### src/rtl/cavlc_pack_pkg.sv
package cavlc_pack_pkg;
  typedef enum logic [2:0] {
    ST_TOK, ST_SGN, ST_LVL, ST_TZ, ST_RUN
  } seq_state_e;
endpackage

### src/rtl/cavlc_field_seq.sv
module cavlc_field_seq
  import cavlc_pack_pkg::*;
#(
  parameter int PAR_W     = 21,
  parameter int LEN_W     = 5,
  parameter int MAX_COEFF = 16,
  parameter int TOK_W     = 16,
  parameter int SUF_W     = 13,
  parameter int TZ_W      = 9,
  parameter int RUN_W     = 11,
  localparam int CW       = $clog2(MAX_COEFF + 1),
  localparam int ZW       = $clog2(MAX_COEFF)
) (
  input  logic             clk_i,
  input  logic             rst_ni,
  input  logic             tok_valid_i,
  output logic             tok_ready_o,
  input  logic [TOK_W-1:0] tok_code_i,
  input  logic [4:0]       tok_len_i,
  input  logic [CW-1:0]    tok_total_i,
  input  logic [1:0]       tok_t1_i,
  input  logic [2:0]       tok_sign_i,
  input  logic             lvl_valid_i,
  output logic             lvl_ready_o,
  input  logic [3:0]       lvl_pre_len_i,
  input  logic [3:0]       lvl_suf_len_i,
  input  logic [SUF_W-1:0] lvl_suffix_i,
  input  logic             tz_valid_i,
  output logic             tz_ready_o,
  input  logic [TZ_W-1:0]  tz_code_i,
  input  logic [3:0]       tz_len_i,
  input  logic [ZW-1:0]    tz_value_i,
  input  logic             run_valid_i,
  output logic             run_ready_o,
  input  logic [RUN_W-1:0] run_code_i,
  input  logic [3:0]       run_len_i,
  input  logic [ZW-1:0]    run_value_i,
  output logic             word_valid_o,
  input  logic             word_ready_i,
  output logic [PAR_W-1:0] word_data_o,
  output logic [LEN_W-1:0] word_len_o
);
  seq_state_e       state_q;
  logic [CW-1:0]    total_q, lvl_left_q, coef_left_q;
  logic [1:0]       t1_q;
  logic [2:0]       sign_q;
  logic [ZW-1:0]    zeros_q;
  logic             can_load;
  logic [31:0]      lvl_word;
  logic [ZW-1:0]    zeros_nx;
  logic [CW-1:0]    coef_nx;
  logic [2:0]       sign_mask;

  // state after the sign field, given levels pending and coefficient count
  function automatic seq_state_e after_sign(logic [CW-1:0] left, logic [CW-1:0] total);
    if (total == '0)                  return ST_TOK;
    else if (left != '0)              return ST_LVL;
    else if (total < CW'(MAX_COEFF))  return ST_TZ;
    else                              return ST_TOK;
  endfunction

  assign can_load    = !word_valid_o || word_ready_i;
  assign tok_ready_o = (state_q == ST_TOK) && can_load;
  assign lvl_ready_o = (state_q == ST_LVL) && can_load;
  assign tz_ready_o  = (state_q == ST_TZ)  && can_load;
  assign run_ready_o = (state_q == ST_RUN) && can_load;

  assign lvl_word  = (32'd1 << lvl_suf_len_i)
                   | (32'(lvl_suffix_i) & ((32'd1 << lvl_suf_len_i) - 32'd1));
  assign zeros_nx  = zeros_q - run_value_i;
  assign coef_nx   = coef_left_q - CW'(1);
  assign sign_mask = (3'd1 << t1_q) - 3'd1;

  always_ff @(posedge clk_i or negedge rst_ni) begin
    if (!rst_ni) begin
      state_q      <= ST_TOK;
      word_valid_o <= 1'b0;
      word_data_o  <= '0;
      word_len_o   <= '0;
      total_q      <= '0;
      lvl_left_q   <= '0;
      coef_left_q  <= '0;
      t1_q         <= '0;
      sign_q       <= '0;
      zeros_q      <= '0;
    end else begin
      if (word_valid_o && word_ready_i) word_valid_o <= 1'b0;
      unique case (state_q)
        ST_TOK: if (tok_valid_i && tok_ready_o) begin
          word_valid_o <= 1'b1;
          word_data_o  <= PAR_W'(tok_code_i);
          word_len_o   <= LEN_W'(tok_len_i);
          total_q      <= tok_total_i;
          t1_q         <= tok_t1_i;
          sign_q       <= tok_sign_i;
          lvl_left_q   <= tok_total_i - CW'(tok_t1_i);
          state_q      <= (tok_t1_i != 2'd0) ? ST_SGN
                        : after_sign(tok_total_i - CW'(tok_t1_i), tok_total_i);
        end
        ST_SGN: if (can_load) begin
          word_valid_o <= 1'b1;
          word_data_o  <= PAR_W'(sign_q & sign_mask);
          word_len_o   <= LEN_W'(t1_q);
          state_q      <= after_sign(lvl_left_q, total_q);
        end
        ST_LVL: if (lvl_valid_i && lvl_ready_o) begin
          word_valid_o <= 1'b1;
          word_data_o  <= lvl_word[PAR_W-1:0];
          word_len_o   <= LEN_W'(lvl_pre_len_i) + LEN_W'(lvl_suf_len_i) + LEN_W'(1);
          lvl_left_q   <= lvl_left_q - CW'(1);
          if (lvl_left_q == CW'(1))
            state_q <= (total_q < CW'(MAX_COEFF)) ? ST_TZ : ST_TOK;
        end
        ST_TZ: if (tz_valid_i && tz_ready_o) begin
          word_valid_o <= 1'b1;
          word_data_o  <= PAR_W'(tz_code_i);
          word_len_o   <= LEN_W'(tz_len_i);
          zeros_q      <= tz_value_i;
          coef_left_q  <= total_q;
          state_q      <= (tz_value_i != '0 && total_q > CW'(1)) ? ST_RUN : ST_TOK;
        end
        ST_RUN: if (run_valid_i && run_ready_o) begin
          word_valid_o <= 1'b1;
          word_data_o  <= PAR_W'(run_code_i);
          word_len_o   <= LEN_W'(run_len_i);
          zeros_q      <= zeros_nx;
          coef_left_q  <= coef_nx;
          state_q      <= (zeros_nx != '0 && coef_nx > CW'(1)) ? ST_RUN : ST_TOK;
        end
        default: state_q <= ST_TOK;
      endcase
    end
  end
endmodule

### src/rtl/cavlc_word_ser.sv
module cavlc_word_ser #(
  parameter int PAR_W = 21,
  parameter int LEN_W = 5
) (
  input  logic             clk_i,
  input  logic             rst_ni,
  input  logic             in_valid_i,
  output logic             in_ready_o,
  input  logic [PAR_W-1:0] in_data_i,
  input  logic [LEN_W-1:0] in_len_i,
  input  logic             halt_i,
  input  logic             full_i,
  output logic             push_o,
  output logic             bit_o
);
  logic [PAR_W-1:0] sh_q;
  logic [LEN_W-1:0] cnt_q;

  assign in_ready_o = (cnt_q == '0);
  assign push_o     = (cnt_q != '0) && !halt_i && !full_i;
  assign bit_o      = sh_q[PAR_W-1];

  always_ff @(posedge clk_i or negedge rst_ni) begin
    if (!rst_ni) begin
      sh_q  <= '0;
      cnt_q <= '0;
    end else if (in_valid_i && in_ready_o) begin
      sh_q  <= in_data_i << (LEN_W'(PAR_W) - in_len_i);  // left-align, MSB out first
      cnt_q <= in_len_i;
    end else if (push_o) begin
      sh_q  <= sh_q << 1;
      cnt_q <= cnt_q - LEN_W'(1);
    end
  end
endmodule

### src/rtl/cavlc_bit_fifo.sv
module cavlc_bit_fifo #(
  parameter int DEPTH = 64,
  localparam int AW   = $clog2(DEPTH)
) (
  input  logic        clk_i,
  input  logic        rst_ni,
  input  logic        push_i,
  input  logic        din_i,
  output logic        full_o,
  output logic        valid_o,
  input  logic        ready_i,
  output logic        dout_o,
  output logic [AW:0] cnt_o
);
  logic [DEPTH-1:0] mem_q;
  logic [AW-1:0]    wr_q, rd_q;
  logic             do_push, do_pop;

  assign full_o  = (cnt_o == (AW+1)'(DEPTH));
  assign valid_o = (cnt_o != '0);
  assign dout_o  = mem_q[rd_q];
  assign do_push = push_i && !full_o;
  assign do_pop  = valid_o && ready_i;

  always_ff @(posedge clk_i or negedge rst_ni) begin
    if (!rst_ni) begin
      mem_q <= '0;
      wr_q  <= '0;
      rd_q  <= '0;
      cnt_o <= '0;
    end else begin
      if (do_push) begin
        mem_q[wr_q] <= din_i;
        wr_q        <= wr_q + AW'(1);
      end
      if (do_pop) rd_q <= rd_q + AW'(1);
      cnt_o <= cnt_o + (AW+1)'(do_push) - (AW+1)'(do_pop);
    end
  end
endmodule

### src/rtl/cavlc_stream_packer.sv
module cavlc_stream_packer #(
  parameter int PAR_W      = 21,
  parameter int MAX_COEFF  = 16,
  parameter int TOK_W      = 16,
  parameter int SUF_W      = 13,
  parameter int TZ_W       = 9,
  parameter int RUN_W      = 11,
  parameter int FIFO_DEPTH = 64,
  localparam int LEN_W     = $clog2(PAR_W + 1),
  localparam int CW        = $clog2(MAX_COEFF + 1),
  localparam int ZW        = $clog2(MAX_COEFF),
  localparam int FAW       = $clog2(FIFO_DEPTH)
) (
  input  logic             clk_i,
  input  logic             rst_ni,
  input  logic             tok_valid_i,
  output logic             tok_ready_o,
  input  logic [TOK_W-1:0] tok_code_i,
  input  logic [4:0]       tok_len_i,
  input  logic [CW-1:0]    tok_total_i,
  input  logic [1:0]       tok_t1_i,
  input  logic [2:0]       tok_sign_i,
  input  logic             lvl_valid_i,
  output logic             lvl_ready_o,
  input  logic [3:0]       lvl_pre_len_i,
  input  logic [3:0]       lvl_suf_len_i,
  input  logic [SUF_W-1:0] lvl_suffix_i,
  input  logic             tz_valid_i,
  output logic             tz_ready_o,
  input  logic [TZ_W-1:0]  tz_code_i,
  input  logic [3:0]       tz_len_i,
  input  logic [ZW-1:0]    tz_value_i,
  input  logic             run_valid_i,
  output logic             run_ready_o,
  input  logic [RUN_W-1:0] run_code_i,
  input  logic [3:0]       run_len_i,
  input  logic [ZW-1:0]    run_value_i,
  input  logic             halt_i,
  output logic             par_valid_o,
  output logic [PAR_W-1:0] par_data_o,
  output logic [LEN_W-1:0] par_len_o,
  output logic             bit_o,
  output logic             bit_valid_o,
  input  logic             bit_ready_i
);
  logic           word_valid, ser_ready, ser_push, ser_bit, fifo_full;
  logic [FAW:0]   fill_cnt;

  assign par_valid_o = word_valid && ser_ready;

  cavlc_field_seq #(
    .PAR_W(PAR_W), .LEN_W(LEN_W), .MAX_COEFF(MAX_COEFF),
    .TOK_W(TOK_W), .SUF_W(SUF_W), .TZ_W(TZ_W), .RUN_W(RUN_W)
  ) seq_i (
    .clk_i, .rst_ni,
    .tok_valid_i, .tok_ready_o, .tok_code_i, .tok_len_i, .tok_total_i, .tok_t1_i, .tok_sign_i,
    .lvl_valid_i, .lvl_ready_o, .lvl_pre_len_i, .lvl_suf_len_i, .lvl_suffix_i,
    .tz_valid_i, .tz_ready_o, .tz_code_i, .tz_len_i, .tz_value_i,
    .run_valid_i, .run_ready_o, .run_code_i, .run_len_i, .run_value_i,
    .word_valid_o(word_valid), .word_ready_i(ser_ready),
    .word_data_o(par_data_o), .word_len_o(par_len_o)
  );

  cavlc_word_ser #(.PAR_W(PAR_W), .LEN_W(LEN_W)) ser_i (
    .clk_i, .rst_ni,
    .in_valid_i(word_valid), .in_ready_o(ser_ready),
    .in_data_i(par_data_o), .in_len_i(par_len_o),
    .halt_i, .full_i(fifo_full), .push_o(ser_push), .bit_o(ser_bit)
  );

  cavlc_bit_fifo #(.DEPTH(FIFO_DEPTH)) fifo_i (
    .clk_i, .rst_ni,
    .push_i(ser_push), .din_i(ser_bit), .full_o(fifo_full),
    .valid_o(bit_valid_o), .ready_i(bit_ready_i), .dout_o(bit_o), .cnt_o(fill_cnt)
  );
endmodule

### config.mk
export PLATFORM = sky130hd
export DESIGN_NAME = cavlc_stream_packer
export DESIGN_NICKNAME = d
export VERILOG_FILES = /design/src/rtl/cavlc_pack_pkg.sv /design/src/rtl/cavlc_field_seq.sv /design/src/rtl/cavlc_word_ser.sv /design/src/rtl/cavlc_bit_fifo.sv /design/src/rtl/cavlc_stream_packer.sv
export SDC_FILE = /design/constraint.sdc
export NUM_CORES = 1
export LEC_CHECK = 0
export ABC_CLOCK_PERIOD_IN_PS = 4500
export BUFFER_PORTS_ARGS = -buffer_cell sky130_fd_sc_hd__buf_2
export CAP_MARGIN = 40
export CORE_UTILIZATION = 55
export CTS_CLUSTER_SIZE = 14
export DETAILED_ROUTE_END_ITERATION = 16
export GPL_TIMING_DRIVEN = 0
export PLACE_DENSITY = 0.86
export SLEW_MARGIN = 10
export SYNTH_ARGS = -nofsm -noshare
export SYNTH_HDL_FRONTEND = slang
export SYNTH_SLANG_ARGS = --single-unit
### constraint.sdc
create_clock -name clk_i -period 4.5 [get_ports clk_i]
set_clock_uncertainty 0.05 [all_clocks]
set_input_delay 0.45 -clock clk_i [delete_from_list [all_inputs] [get_ports clk_i]]
set_output_delay 0.45 -clock clk_i [all_outputs]
set_load 0.03 [all_outputs]
Word level (Yosys, flattened, before mapping):

Cells that the tools add are included.

* memory bits (read-only): 0
* memories: 0
* register bits: 163
* latch bits: 0
* output and inout bits: 33
* bits in writable memories: 0
* logic and storage cells: 148

* div/mod/pow operators: 0
* add/sub/neg operators: 14
* muxes and demuxes: 53
* magnitude comparators: 7
* bitwise gates (word level): 3
* reductions and logical operators: 40
* equal/unequal tests: 12
* shift operators: 3
* $mul: 0

Operators with widths (count)
* $mux 21: 7
* $pmux 21 s5: 1
* $bwmux 64: 1
* $mux 5: 11
* $mux 3: 13
* $pmux 5 s5: 1
* $and 13x21->21: 1
* $or 21x21->21: 1
* $shl 1x4->21 const A: 1
* $shl 21x5->21: 1
* $sub 21x1->21 const B: 1
* $pmux 5 s2: 2
* $reduce_bool 5->1: 4
* $logic_and 1x1->1: 16
* $logic_not 5->1: 3
* $pmux 3 s5: 1
* $sub 5x1->5 const B: 3
* $lt 6x7->1 const B: 2
* $add 6x1->6 const B: 2
* $reduce_and 6->1: 2
* $gt 5x1->1 const B: 2
* $lt 5x5->1 const B: 2
* $ne 2x2->1 const B: 5
* $mux 1: 8
* other kinds (31): 41

Logic depth before layout (Yosys ltp):

* depth in word-level cells: 7
* depth in mapped cells: 17

Hierarchy:

Synthesis repeated with hierarchy kept, for this count alone.

* cell total of the unflattened synthesis: 1088
* area total of the unflattened synthesis: 10734.0 um2

Modules (own cells, without submodules)
* cavlc_bit_fifo: cells each 358, area an instance 4354.2 um2, times used 1
* cavlc_field_seq: cells each 477, area an instance 3961.3 um2, times used 1
* cavlc_word_ser: cells each 252, area an instance 2412.3 um2, times used 1
* cavlc_stream_packer: cells each 1, area an instance 6.3 um2, times used 1

Least setup slack after synthesis:

Ideal clock, no wire load.

* kind: register -> register
* start point: register fifo_i.cnt_o[5]
* end point: register fifo_i.cnt_o[6]
* stages on the path, launching flop included: 17
* library setup time: 0.080 ns
* required time: 4.370 ns
* setup slack: 1.297 ns
* period minus slack after synthesis: 3.203 ns
* path buffers: 1
* data arrival time: 3.073 ns
* cell sequence: dfrtp_1 > inv_1 > ha_1 > nand2_1 > or4_1 > and2_1 > clkbuf_1 > ha_1 > inv_1 > ha_1 > fa_1 > a21oi_1 > nor2_1 > o21ai_0 > a21oi_1 > nor2_1 > xnor2_1

* elaborated cells between the ends (all ways): 8
* classes of those cells: add/sub (2); eq/ne (1); reduce/logical (5)

RTL lines
* from (decl): line cavlc_bit_fifo.sv:13 `output logic [AW:0] cnt_o`
* from (signal assigned): line cavlc_bit_fifo.sv:37 `cnt_o <= cnt_o + (AW+1)'(do_push) - (AW+1)'(do_pop);`
* $reduce_bool 7->1: line cavlc_bit_fifo.sv:20 `assign valid_o = (cnt_o != '0);`
* via bit_valid_o: line cavlc_stream_packer.sv:43 `output logic bit_valid_o,`
* $logic_and 1x1->1: line cavlc_bit_fifo.sv:23 `assign do_pop = valid_o && ready_i;`
* via fifo_i.do_pop: line cavlc_bit_fifo.sv:17 `logic do_push, do_pop;`
* $sub 7x1->7: line cavlc_bit_fifo.sv:37

The timed path passes the listed nets, and every way through them passes these cells.
A chain may end at the register's enable or synchronous reset.

Worst setup path in the final report:

* start point: register ser_i.cnt_q[0]
* end point: register fifo_i.cnt_o[6]

* cells in the longest elaborated chain, start to end: 6

RTL lines
* from (decl): line cavlc_word_ser.sv:17 `logic [LEN_W-1:0] cnt_q;`
* from (signal assigned): line cavlc_word_ser.sv:29 `cnt_q <= in_len_i;`
* from (signal assigned): line cavlc_word_ser.sv:32 `cnt_q <= cnt_q - LEN_W'(1);`
* $reduce_bool 5->1: line cavlc_word_ser.sv:20 `assign push_o = (cnt_q != '0) && !halt_i && !full_i;`
* $logic_and 1x1->1 (2 in a row): line cavlc_word_ser.sv:20
* $logic_and 1x1->1: line cavlc_bit_fifo.sv:22 `assign do_push = push_i && !full_o;`
* via fifo_i.do_push: line cavlc_bit_fifo.sv:17
* $add 7x1->7: line cavlc_bit_fifo.sv:37
* $sub 7x1->7: line cavlc_bit_fifo.sv:37

The timed path passes the listed nets, and every way through them passes these cells.

==> metrics.txt <==
R2R depth 16; Setup Buffers After CTS 0; clock root cell clkbuf_16; worst-margin pin slew 0.901 ns; WL final 27.4 mm; share of the synthesized area in the top cell type 39.2%; Seq cells post-synth 158; largest net degree at the start of global routing 97; IO buf count 123; share of layout cells above drive strength 1 20.6%; shortest period the worst path allows 3.58 ns; DRT Pass-1 Iters 5; final setup TNS 0 ns; Post-CTS Resized 0; worst skew pair latency 0.44 ns; Pins Over Slew Limit 0; grt ovf 0; post-synthesis mux area share 18.8%; CTS tree done; ANT cells 0; first-pass GRT wire length 44.2 mm; vias per cell 6.12; XOR/XNOR share of the synthesized area 3.00%; maximum vdd drop 389 µV; via count 8777; r2r startpoint ser_i.cnt_q[0]$_DFFE_PN0P_; Buf+Inv Stages, Crit Path 5; Initial Util 56.1%; relative slew slack 39.5%; vias in the first global route 8704; Max-Cap Viols 0; Synth Area in Compound Gates 14.6%; core area 18000 µm²; setup slack, reg-to-reg 0.92 ns; CP max stage cell nor4b_2; reg2reg end fifo_i.cnt_o[6]$_DFF_PN0_; H-tree Lvls 4; status complete, no violations; RSZ-0062 raised after global routing false; Post-Syn Area 10100 µm²; largest family of logic cells by synthesized area multiplexers; count of cell types in the netlist 71; Ports 129; simple-gate share of the synthesized area 15.2%; Worst Hold Class input pin to flip-flop; Syn. warnings 0; Fill cells 1402; top_reg_cell synth dfrtp_1; drt wl/cell 19.1 µm; hold_buf cts 1; Chip Height 137 µm; mean area per synthesized cell 9.64 µm²; Design Power 0.00734 W; Hold Path Sink seq_i.sign_q[0]$_DFFE_PN0P_; final hold vios 0; CP delay by family, top adder cells; Worst Setup End Kind flip-flop; post-synth top area cell dfrtp_1; PwrDens 632 nW/µm²; Final period util 79.6%; DIE AREA 18900 µm²; Nets 1321; Area Growth Syn to Fin 15.2%; Placer Congestion 1.00; delay of the slowest critical-path stage 0.60 ns; CTS Buf Count 17; DRC 0; Peak Freq 279 MHz; die width 137 µm; register area share after synthesis 39.2%; Worst Setup Path Type flip-flop to flip-flop; crit path max fanout 10; Cells after Synth 1046; post-synthesis adder-cell area fraction 4.14%; critical path, cell by cell inv_1 > ha_1 > nor4b_2 > a211o_1 > buf_6 > inv_2 > buf_6 > buf_2 > ha_1 > fa_1 > a21oi_1 > nor2_1 > o21ai_0 > a21oi_1 > nor2_1 > xnor2_1; initial antenna violation count 0; CP arrival 3.90 ns; Clk pin slew, worst setup/hold paths 0.07 ns; LEAKAGE 5.24 nW; worst endpoint required time 4.81 ns; startpoint types flip-flop; ranking of synthesized cells by area dfrtp_1 39%, nand2_1 5.7%, mux2i_1 5.2%, mux2_1 5.1%, mux4_2 4.7%; number of cell rows 49; Post-synth ARST share 100%; EDFF count, synth 0; clock sinks 158; worst hold start tok_sign_i[0]; GRT Overall Usage 30.8%; maximum clock insertion buffer count 2; worst hold stages 2; Setup violations, final 0; critical path depth 16; Detail Route Antenna Nets 0; Initial DRC Count 593; DP Wirelength 20.3 mm
[power by group]
part / switching [W] / leakage (nW) / internal (W)
Clock: 0.000592 / 0.276 / 0.000824
Sequential: 0.000439 / 2.02 / 0.00195
Combinational: 0.00213 / 2.94 / 0.00141
Total: 0.00316 / 5.24 / 0.00418
[cell type report]
class	instances	area, µm²	share of cell area (%)
Buffer	75	344	2.96
Tap cell	229	287	2.47
Clock buffer	20	447	3.85
Clock inverter	11	118	1.01
Inverter	43	161	1.39
Timing Repair Buffer	125	663	5.71
Sequential cell	158	3950	34.1
Multi-Input combinational cell	774	5640	48.6
[cell usage after synthesis, types with 19 or more instances]
cell / n
dfrtp_1: 158
nand2_1: 152
o21ai_0: 83
nor2_1: 63
a21oi_1: 54
mux2i_1: 52
mux2_1: 46
inv_1: 41
clkbuf_1: 38
mux2_2: 34
ha_1: 27
mux4_2: 21
xnor2_1: 19
[metal layers]
layer	up-vias	share of wire (%)	track usage (%)
li1	4041	-	-
met1	4226	41	39.3
met2	443	49	51.3
met3	67	7.0	5.63
met4	0	3.1	13.1
met5	-	0	0
[layout by cell type, fill, tap and decap left out, types with 6 or more instances in the layout]
cell type	instances
nand2_1	152
buf_1	11
mux2_1	46
mux2i_1	52
ha_1	27
buf_2	139
clkbuf_1	40
a31oi_1	12
mux2_2	34
a21oi_1	54
a22o_1	7
nand3_1	14
nor4_1	6
nor3_1	17
nor2_1	63
buf_4	7
mux4_2	21
a211oi_1	6
dfrtp_1	158
o22ai_1	8
nor2b_1	15
o21ai_0	83
clkbuf_16	17
a21o_1	6
a22oi_1	9
nand2b_1	10
nand4_1	6
inv_1	41
xor2_1	13
xnor2_1	19
o21a_1	6
[worst reg2reg max path, delay by kind of cell, from the launching register on]
family                     cells  cell delay (ns)
adders and majority gates      3             0.79
and+or+nand+nor                3             0.78
buffers and inverters          5             0.71
AOI/OAI and AO/OA              4             0.63
DFF                            1             0.42
xor gates and xnor gates       1             0.12
[metrics by stage]
step | area (µm²) | hold WS (ns) | setup slack, ns | util, % | cells
after floorplan | 10100 | 0.104 | 1.30 | - | 1050
after global placement | 11000 | 0.413 | 0.566 | 61.2 | 1402
after detailed placement | 11000 | 0.382 | 0.970 | 61.4 | 1403
after CTS | 11600 | 0.185 | 0.937 | 64.6 | 1435
after global routing | 11600 | 0.193 | 0.721 | 64.6 | 1435
final | 11600 | 0.187 | 0.918 | 64.6 | 1435
[cell families (layout without fill, tap and decap cells)]
logic type      count (synthesis)  count (layout)
simple gates                  315             315
compound gates                237             237
flops                         158             158
mux                           153             153
buf+inv                       118             274
xor+xnor                       33              33
fa+ha+maj                      31              31
other cells                     1               5
[worst max path at each step]
stage                                from                                end  slack [ns]
2_1_floorplan   fifo_i.cnt_o[5]$_DFF_PN0_          fifo_i.cnt_o[6]$_DFF_PN0_        1.30
3_3_place_gp                       rst_ni  seq_i.word_data_o[12]$_DFFE_PN0P_        0.57
3_5_place_dp   ser_i.cnt_q[0]$_DFFE_PN0P_          fifo_i.cnt_o[6]$_DFF_PN0_        0.97
4_1_cts        ser_i.cnt_q[0]$_DFFE_PN0P_          fifo_i.cnt_o[6]$_DFF_PN0_        0.94
5_1_grt        ser_i.cnt_q[0]$_DFFE_PN0P_          fifo_i.cnt_o[6]$_DFF_PN0_        0.72
6_report       ser_i.cnt_q[0]$_DFFE_PN0P_          fifo_i.cnt_o[6]$_DFF_PN0_        0.92
[sequential cells by signal, summed over array words and instances (netlist names)]
signal and flops:
seq_i.sign_q 3, seq_i.t1_q 2, fifo_i.wr_q 6, seq_i.total_q 5, seq_i.coef_left_q 5, seq_i.zeros_q 4
ser_i.sh_q 21, ser_i.cnt_q 5, fifo_i.mem_q 64, fifo_i.rd_q 6, seq_i.word_len_o 5, seq_i.word_data_o 16
seq_i.state_q 3, fifo_i.cnt_o 7, seq_i.lvl_left_q 5, seq_i.word_valid_o 1
Power figures use the tool's default switching activity.
